$ cat config.mk
export PLATFORM = sky130hd
export DESIGN_NAME = wd_guard
export DESIGN_NICKNAME = d
export VERILOG_FILES = /design/src/rtl/wd_pkg.sv /design/src/rtl/wd_tick_sync.sv /design/src/rtl/wd_key_gate.sv /design/src/rtl/wd_down_counter.sv /design/src/rtl/wd_guard.sv
export SDC_FILE = /design/constraint.sdc
export NUM_CORES = 1
export LEC_CHECK = 0
export BUFFER_PORTS_ARGS = -buffer_cell sky130_fd_sc_hd__buf_2
export CAP_MARGIN = 20
export CORE_MARGIN = 2
export CORE_UTILIZATION = 58
export DETAILED_ROUTE_END_ITERATION = 10
export GPL_TIMING_DRIVEN = 0
export PLACE_DENSITY = 0.87
export SYNTH_ARGS = -nofsm -noshare
export SYNTH_HDL_FRONTEND = slang
export SYNTH_SLANG_ARGS = --single-unit
export TNS_END_PERCENT = 50
$ cat constraint.sdc
create_clock -name clk -period 1.7 [get_ports clk]
set_input_delay 0.17 -clock clk [delete_from_list [all_inputs] [get_ports clk]]
set_output_delay 0.17 -clock clk [all_outputs]
set_load 0.05 [all_outputs]
$ cat src/rtl/wd_pkg.sv
package wd_pkg;
  localparam int ADDR_W = 2;
  localparam logic [ADDR_W-1:0] A_KEY    = 2'd0;
  localparam logic [ADDR_W-1:0] A_CTRL   = 2'd1;
  localparam logic [ADDR_W-1:0] A_RELOAD = 2'd2;
  localparam logic [ADDR_W-1:0] A_KICK   = 2'd3;

  localparam int CB_EN    = 0;
  localparam int CB_MODE  = 1;
  localparam int CB_CLEAR = 2;

  localparam logic [7:0] KEY_FIRST  = 8'h3C;
  localparam logic [7:0] KEY_SECOND = 8'hC3;

  typedef enum logic [1:0] {
    GATE_LOCKED = 2'd0,
    GATE_HALF   = 2'd1,
    GATE_OPEN   = 2'd2
  } gate_st_t;
endpackage

$ cat src/rtl/wd_tick_sync.sv
module wd_tick_sync #(
  parameter int STAGES = 2
) (
  input  logic clk,
  input  logic rst_n,
  input  logic tick_i,
  output logic tick_pulse_o
);
  logic [STAGES-1:0] sync_q, sync_d;
  logic              last_q, last_d;

  always_comb begin
    sync_d = {sync_q[STAGES-2:0], tick_i};
    last_d = sync_q[STAGES-1];
  end

  always_ff @(posedge clk or negedge rst_n) begin
    if (!rst_n) begin
      sync_q <= '0;
      last_q <= 1'b0;
    end else begin
      sync_q <= sync_d;
      last_q <= last_d;
    end
  end

  assign tick_pulse_o = sync_q[STAGES-1] & ~last_q;

  assert_single_pulse_R5: assert property (@(posedge clk) disable iff (!rst_n)
    tick_pulse_o |=> !tick_pulse_o)
    else $error("tick pulse lasted more than one cycle");
endmodule

$ cat src/rtl/wd_key_gate.sv
module wd_key_gate
  import wd_pkg::*;
(
  input  logic              clk,
  input  logic              rst_n,
  input  logic              wr_en,
  input  logic [ADDR_W-1:0] wr_addr,
  input  logic [7:0]        wr_byte,
  output logic              grant_o
);
  gate_st_t st_q, st_d;

  always_comb begin
    st_d = st_q;
    if (wr_en) begin
      if (wr_addr == A_KEY) begin
        if (wr_byte == KEY_FIRST)
          st_d = GATE_HALF;
        else if (st_q == GATE_HALF && wr_byte == KEY_SECOND)
          st_d = GATE_OPEN;
        else
          st_d = GATE_LOCKED;
      end else begin
        st_d = GATE_LOCKED;
      end
    end
  end

  always_ff @(posedge clk or negedge rst_n) begin
    if (!rst_n) st_q <= GATE_LOCKED;
    else        st_q <= st_d;
  end

  assign grant_o = wr_en && (wr_addr != A_KEY) && (st_q == GATE_OPEN);

  assert_relock_R3: assert property (@(posedge clk) disable iff (!rst_n)
    grant_o |=> (st_q == GATE_LOCKED))
    else $error("gate stayed open after an accepted write");
endmodule

$ cat src/rtl/wd_down_counter.sv
module wd_down_counter #(
  parameter int CW = 16
) (
  input  logic          clk,
  input  logic          rst_n,
  input  logic          enable,
  input  logic          tick,
  input  logic          load,
  input  logic [CW-1:0] load_val,
  output logic          expire_o
);
  logic [CW-1:0] cnt_q, cnt_d;
  logic          cnt_ce;

  always_comb begin
    expire_o = enable && tick && !load && (cnt_q == '0);
    cnt_ce   = load || (enable && tick);
    if (load || expire_o) cnt_d = load_val;
    else                  cnt_d = cnt_q - 1'b1;
  end

  always_ff @(posedge clk or negedge rst_n) begin
    if (!rst_n)      cnt_q <= '1;
    else if (cnt_ce) cnt_q <= cnt_d;
  end

  assert_hold_disabled_R7: assert property (@(posedge clk) disable iff (!rst_n)
    (!enable && !load) |=> $stable(cnt_q))
    else $error("counter moved while disabled");

  assert_expire_enabled_R6: assert property (@(posedge clk) disable iff (!rst_n)
    expire_o |-> enable)
    else $error("timeout while disabled");

  assert_kick_loads_R4: assert property (@(posedge clk) disable iff (!rst_n)
    load |=> (cnt_q == $past(load_val)))
    else $error("kick did not load reload value");
endmodule

$ cat src/rtl/wd_guard.sv
module wd_guard
  import wd_pkg::*;
#(
  parameter int CW          = 16,
  parameter int RST_CYCLES  = 8,
  parameter int SYNC_STAGES = 2
) (
  input  logic          clk,
  input  logic          rst_n,
  input  logic          tick_i,
  input  logic          wr_en,
  input  logic [1:0]    wr_addr,
  input  logic [CW-1:0] wr_data,
  output logic          wdt_rst_o,
  output logic          wdt_irq_o
);
  localparam int RCW = $clog2(RST_CYCLES + 1);

  logic [1:0] rsync_q;
  logic       rst_ns;

  always_ff @(posedge clk or negedge rst_n) begin
    if (!rst_n) rsync_q <= 2'b00;
    else        rsync_q <= {rsync_q[0], 1'b1};
  end
  assign rst_ns = rsync_q[1];

  logic tick_pulse, grant, expire;

  wd_tick_sync #(.STAGES(SYNC_STAGES)) u_sync (
    .clk(clk), .rst_n(rst_ns), .tick_i(tick_i), .tick_pulse_o(tick_pulse));

  wd_key_gate u_gate (
    .clk(clk), .rst_n(rst_ns), .wr_en(wr_en), .wr_addr(wr_addr),
    .wr_byte(wr_data[7:0]), .grant_o(grant));

  logic          en_q, en_d, mode_q, mode_d, irq_q, irq_d;
  logic [CW-1:0] reload_q, reload_d;
  logic [RCW-1:0] rcnt_q, rcnt_d;
  logic          ctrl_we, reload_we, kick;

  assign ctrl_we   = grant && (wr_addr == A_CTRL);
  assign reload_we = grant && (wr_addr == A_RELOAD);
  assign kick      = grant && (wr_addr == A_KICK);

  wd_down_counter #(.CW(CW)) u_cnt (
    .clk(clk), .rst_n(rst_ns), .enable(en_q), .tick(tick_pulse),
    .load(kick), .load_val(reload_q), .expire_o(expire));

  always_comb begin
    en_d     = en_q;
    mode_d   = mode_q;
    reload_d = reload_q;
    irq_d    = irq_q;
    rcnt_d   = rcnt_q;
    if (ctrl_we) begin
      en_d   = wr_data[CB_EN];
      mode_d = wr_data[CB_MODE];
      if (wr_data[CB_CLEAR]) irq_d = 1'b0;
    end
    if (reload_we) reload_d = wr_data;
    if (expire && mode_q) irq_d = 1'b1;
    if (expire && !mode_q)      rcnt_d = RCW'(RST_CYCLES);
    else if (rcnt_q != '0)      rcnt_d = rcnt_q - 1'b1;
  end

  always_ff @(posedge clk or negedge rst_ns) begin
    if (!rst_ns) begin
      en_q     <= 1'b0;
      mode_q   <= 1'b0;
      reload_q <= '1;
      irq_q    <= 1'b0;
      rcnt_q   <= '0;
    end else begin
      en_q     <= en_d;
      mode_q   <= mode_d;
      reload_q <= reload_d;
      irq_q    <= irq_d;
      rcnt_q   <= rcnt_d;
    end
  end

  assign wdt_rst_o = (rcnt_q != '0);
  assign wdt_irq_o = irq_q;

  assert_rst_in_reset_mode_R8: assert property (@(posedge clk) disable iff (!rst_ns)
    $rose(wdt_rst_o) |-> !$past(mode_q))
    else $error("reset pulse in interrupt mode");

  assert_irq_in_irq_mode_R9: assert property (@(posedge clk) disable iff (!rst_ns)
    $rose(wdt_irq_o) |-> $past(mode_q))
    else $error("interrupt in reset mode");

  assert_irq_sticky_R9: assert property (@(posedge clk) disable iff (!rst_ns)
    $fell(wdt_irq_o) |-> $past(ctrl_we))
    else $error("interrupt dropped without a control write");
endmodule

==> impl_metrics.ini, run 1 <==
[floorplan]
row_count = 23
dieHeight_um = 67.8
core_um2 = 3970
initial_utilization = 0.595
io_pins = 24
die_w_um = 67.8
die_area_um2 = 4600

[place]
hpwl_mm = 3.45
numPortBuffers = 23
routabilityCongestion = 0.852

[synthesis]
synth-seq-cells = 46
synth_area_leaders = dfstp_2, dfrtp_1, mux2_2
synth_edf_count = 0
syn_avg_cell_area_um2 = 10.7
netlist.area_leader.share = 0.356
synth_common_cells = dfstp_2, mux2_2, nor2_1
yosysMostFrequentCell = dfstp_2
synth_area_leader_cell = dfstp_2
synthCells = 220
syn-num-nets = 246
netlist_area_um2 = 2360
synth_top_flop_cell = dfstp_2
synth_cell_types = 48
ys_async_sr_fraction = 1.00
synth_warnings = 0
yosysSeqAreaShare = 0.504

[clocking]
ctsLongestPathBuffers = 2
numCtsBuffers = 5
worst_skew_pair.late_latency_ns = 0.30
root_buffer = clkbuf_8
cts_sinks = 46
h-tree-depth = 2
clk_pin_slew_ns = 0.09
cts_tree = built

[pwr]
p_per_area_nw_per_um2 = 835
vdd_drop_max_mv = 0.638
p_leak_nw = 1.27

[drt]
wl_mm = 6.12
dr.pass1.iters = 5
ant_nets = 0
wire_per_inst_um = 18.9
vias = 2113
routed_via_density = 6.54
first_iter_violations = 177
drc = 0

[global_routing]
grt_pass1_wl_mm = 8.67
grt_max_degree = 45
antenna_found_initial = 0
track_usage = 0.256
grt_pass1_vias = 1880
globalRouteOverflowTotal = 0

[finish]
drive_above_1_share = 0.538
fillers = 223
area_delta_synth_final_pct = 27.5
n_antenna_cell = 0
fin_util = 0.759
fin_nets = 298

[setup_path]
reg2regPathDepth = 8
start_kind = flop
startpoint = u_cnt.cnt_q[13]
crit_path_max_incr_delay_ns = 0.52
reg2reg_to = u_cnt.cnt_q[0]
path_cells = or4_4 > or3_4 > o21ai_4 > buf_6 > buf_8 > buf_6 > a21oi_1 > o21ai_1
cp.required_ns = 1.93
crit_top_cell = buf_6
cp_slowest_cell = or4_4
worstPathArrival_ns = 2.47
critPathKind = reg2reg
r2r_start = u_cnt.cnt_q[13]
worstSetupEndpointType = flop
path_max_fanout = 7
ff2ff_setup_slack_ns = -0.54

[outcome]
violations = setup timing
status = finished, violations left

[timing]
post-route-worst-setup-slack_ns = -0.541
holdWs_ns = 0.0909
finalClockSkew_ns = 0.0102
rsz0062_at_grt = yes
slew_headroom = 0.378
period_share = 1.32
post-route-min-period_ns = 2.24
finalSetupViolations = 21
fmax_ghz = 0.446
worstMarginPinSlew_ns = 0.933
drv_slew = 0
hold_violations = 0

[run]
maxCapViolCount = 0

[worst_hold_path]
whs_path_depth = 2
hold_end = reload_q[14]
min_from = wr_data[14]
min_path_type = in2reg
layout make-up:
type	count	area [um^2]	area share
buffer	6	55.1	0.0183
timing repair buffer	48	338	0.112
clock buffer	7	86.3	0.0287
sequential	46	1190	0.396
tap	50	62.6	0.0208
multi-input combinational	157	1240	0.412
inverter	8	32.5	0.0108
clock inverter	1	5.00	0.00166
worst max path at each step:
stage / endpoint / slack (ns) / depth (start not counted)
after global routing: u_cnt.cnt_q[0] / -0.58 / 8
after global placement: u_cnt.cnt_q[14] / -0.63 / 8
after detailed placement: u_cnt.cnt_q[14] / -0.65 / 8
final: u_cnt.cnt_q[0] / -0.54 / 8
after floorplan: u_cnt.cnt_q[14] / -0.57 / 8
after CTS: u_cnt.cnt_q[14] / -0.64 / 8
repair_timing:
| item | 4_1_cts | 5_1_grt |
|---|---|---|
| pin swaps | 14 | 24 |
| resized for setup | 19 | 31 |
| setup buffers | 10 | 11 |
| setup endpoints to repair | 32 | 32 |
| hold endpoints to repair | 3 | 0 |
| hold buffers | 2 | 0 |
| gates cloned | 1 | 1 |
registers in the layout, summed over array words and instances (netlist names):
signal,cells
reload_q,16
u_cnt.cnt_q,16
rcnt_q,4
rsync_q,2
u_gate.st_q,2
u_sync.sync_q,2
en_q,1
mode_q,1
u_sync.last_q,1
wdt_irq_o,1
routing by layer:
metal,track usage,vias up,share of wire
li1,-,919,-
met1,0.341,1064,0.40
met2,0.417,106,0.50
met3,0.0461,24,0.066
met4,0.103,0,0.032
met5,0,-,0
kinds of logic after synthesis:
family | synth area share
other cells | 0.00159
mux | 0.0900
buf+inv | 0.0350
fa+ha+maj | 0.0212
flops | 0.504
xor+xnor | 0.00742
simple gates | 0.246
compound gates | 0.0948
cell usage in the layout (no fill, tap or decap), types with 4 or more instances in the layout:
cell type  instances
or4_4              4
a221o_1            4
clkbuf_8           6
a21oi_1            6
dfrtp_1           13
mux2_2            18
nand4_1            8
o21ai_2            5
nor3_1            12
nand3_1           10
nor2_1            11
nand2_1            9
buf_4             15
dfstp_2           32
nand3b_1           4
inv_1              6
buf_6             10
buf_2             25
per-stage QoR:
stage	setup slack [ns]	power (W)	area [um^2]	setup TNS (ns)	std cells
floorplan	-0.567	0.00159	2400	-6.29	220
global placement	-0.628	0.00167	2570	-13.20	293
detailed placement	-0.654	0.00171	2580	-12.95	293
CTS	-0.643	0.00245	2840	-8.48	314
global route	-0.576	0.00262	3010	-9.26	323
finish	-0.541	0.00251	3010	-8.20	323
worst max-delay path, delay by kind of cell (launching register included):
family                 cells  cell delay (ns)
and+or+nand+nor            2             0.91
AOI/OAI and AO/OA          3             0.45
DFF                        1             0.40
buffers and inverters      3             0.40
report_power, final:
group | internal (W) | switching [W]
registers | 0.00121 | 0.0000948
logic | 0.000254 | 0.000269
clock network | 0.000328 | 0.000359
total | 0.00179 | 0.000724
Power figures use the tool's default switching activity.
==> run 2: changes to the inputs <==
- CORE_UTILIZATION: 58 -> 48
- PLACE_DENSITY: 0.87 -> 0.76
- clock period: 1.7 -> 2.08 ns (I/O delays scaled with it)
==> run 2 against run 1 <==
Compared with the run above:
- clock power down 17%
- the flow still finishes with violations (setup timing)
- clock skew is 0.0064 ns lower
- cell count up 3.4%
- global-route usage decreased by 5.2 points
- sequential power shrank 19%
- clock-buffer cell count is 1 lower
- cell area shrank 3.0%
- largest power group unchanged
- non-clock buffer count shrank 6
- highest routed layer unchanged
==> impl_metrics.ini, run 2 (same netlist as run 1, synthesis figures left out) <==
[setup_path]
critPathKind = reg2reg
worstPathArrival_ns = 2.53
path_max_fanout = 8
r2r_start = u_cnt.cnt_q[4]
cp.required_ns = 2.33
worstSetupEndpointType = flop
ff2ff_setup_slack_ns = -0.20
reg2regPathDepth = 5
reg2reg_to = u_cnt.cnt_q[14]
start_kind = flop

[drt]
wire_per_inst_um = 16.1
ant_nets = 0
drc = 0
dr.pass1.iters = 4
wl_mm = 5.38
vias = 1893
routed_via_density = 5.67
first_iter_violations = 142

[place]
hpwl_mm = 3.43
routabilityCongestion = 0.836
numPortBuffers = 23
placed_area_um2 = 2580

[finish]
reg_top3 = reload_q: 16 flops, u_cnt.cnt_q: 16 flops, rcnt_q: 4 flops
final_area_um2 = 2920
layout_common_cells = dfstp_2, buf_2, mux2_2
drive_above_1_share = 0.491
area_delta_synth_final_pct = 23.7
fin_nets = 292
layout_commonest_cell = dfstp_2
n_antenna_cell = 0

[clocking]
h-tree-depth = 2
clk_pin_slew_ns = 0.08
numCtsBuffers = 5
ctsLongestPathBuffers = 2
cts_sinks = 46
worst_skew_pair.late_latency_ns = 0.31
cts_tree = built
root_buffer = clkbuf_8

[global_routing]
grt_pass1_wl_mm = 8.54
antenna_found_initial = 0
grt_pass1_vias = 1912
grt_max_degree = 30
track_usage = 0.204
globalRouteOverflowTotal = 0

[timing]
fmax_ghz = 0.439
finalSetupViolations = 17
hold_violations = 0
period_share = 1.10
holdWs_ns = 0.129
slew_headroom = 0.548
post-route-min-period_ns = 2.28
worstMarginPinSlew_ns = 0.676
post-route-worst-setup-slack_ns = -0.199
finalClockSkew_ns = 0.00381
drv_slew = 0
rsz0062_at_grt = yes

[floorplan]
core_um2 = 4720
die_area_um2 = 5500
io_pins = 24
dieHeight_um = 74.2
die_w_um = 74.2
initial_utilization = 0.500
row_count = 25

[worst_hold_path]
min_from = wr_data[13]
hold_end = reload_q[13]
whs_path_depth = 2
min_path_type = in2reg

[outcome]
violations = setup timing
status = finished, violations left

[pwr]
vdd_drop_max_mv = 0.630
p_per_area_nw_per_um2 = 681
p_leak_nw = 1.23

[run]
maxCapViolCount = 0
==> run 2: cell type report <==
cell class                      instances  area (um^2)
Fill cell                             392         1800
Clock buffer                            6         82.6
Buffer                                  7         63.8
Sequential cell                        46         1190
Multi-Input combinational cell        157         1170
Tap cell                               67         83.8
Timing Repair Buffer                   41          287
Inverter                                8         30.0
Clock inverter                          2         12.5
==> run 2: worst max-delay path, stage by stage (launching register included) <==
cell     delay (ns)
dfstp_2        0.41
or3_1          0.46
or4_4          0.52
or3_4          0.39
or3_1          0.37
nand3_1        0.07
==> run 2: routing by layer <==
| metal | up-vias | share of wire | global-route usage |
|---|---|---|---|
| li1 | 905 | - | - |
| met1 | 937 | 0.45 | 0.271 |
| met2 | 37 | 0.49 | 0.321 |
| met3 | 14 | 0.040 | 0.0447 |
| met4 | 0 | 0.026 | 0.0929 |
| met5 | - | 0 | 0 |
==> run 2: how the worst max path moves through the flow <==
| stage | startpoint | endpoint | cells after the start |
|---|---|---|---|
| after floorplan | u_cnt.cnt_q[0] | u_cnt.cnt_q[14] | 8 |
| after global placement | u_cnt.cnt_q[12] | u_cnt.cnt_q[11] | 6 |
| after detailed placement | u_cnt.cnt_q[0] | u_cnt.cnt_q[14] | 8 |
| after CTS | u_cnt.cnt_q[1] | u_cnt.cnt_q[14] | 8 |
| after global routing | u_cnt.cnt_q[1] | u_cnt.cnt_q[14] | 7 |
| final | u_cnt.cnt_q[4] | u_cnt.cnt_q[14] | 5 |
==> run 2: per-stage QoR <==
stage | power [W] | util | worst slack, ns | setup TNS, ns | instances
2_1_floorplan | 0.00129 | - | -0.192 | -0.196 | 220
3_3_place_gp | 0.00136 | 0.542 | -0.268 | -2.34 | 310
3_5_place_dp | 0.00137 | 0.547 | -0.276 | -2.41 | 311
4_1_cts | 0.00199 | 0.594 | -0.254 | -0.978 | 331
5_1_grt | 0.00210 | 0.619 | -0.263 | -2.32 | 334
6_report | 0.00199 | 0.619 | -0.199 | -1.19 | 334
==> run 2: what timing repair did <==
item / 4_1_cts / 5_1_grt
gates resized for setup: 10 / 21
gates cloned: 1 / 1
endpoints found under the hold margin: 3 / 0
endpoints found under the setup margin: 29 / 21
pin swaps: 11 / 11
hold buffers: 2 / 0
buffers inserted: 10 / 3
==> run 2: power breakdown <==
group	leakage, nW	switching [W]	total (W)	internal (W)
clock network	0.0472	0.000303	0.000570	0.000267
logic	0.680	0.000194	0.000374	0.000181
registers	0.507	0.0000577	0.00105	0.000988
total	1.23	0.000555	0.00199	0.00144
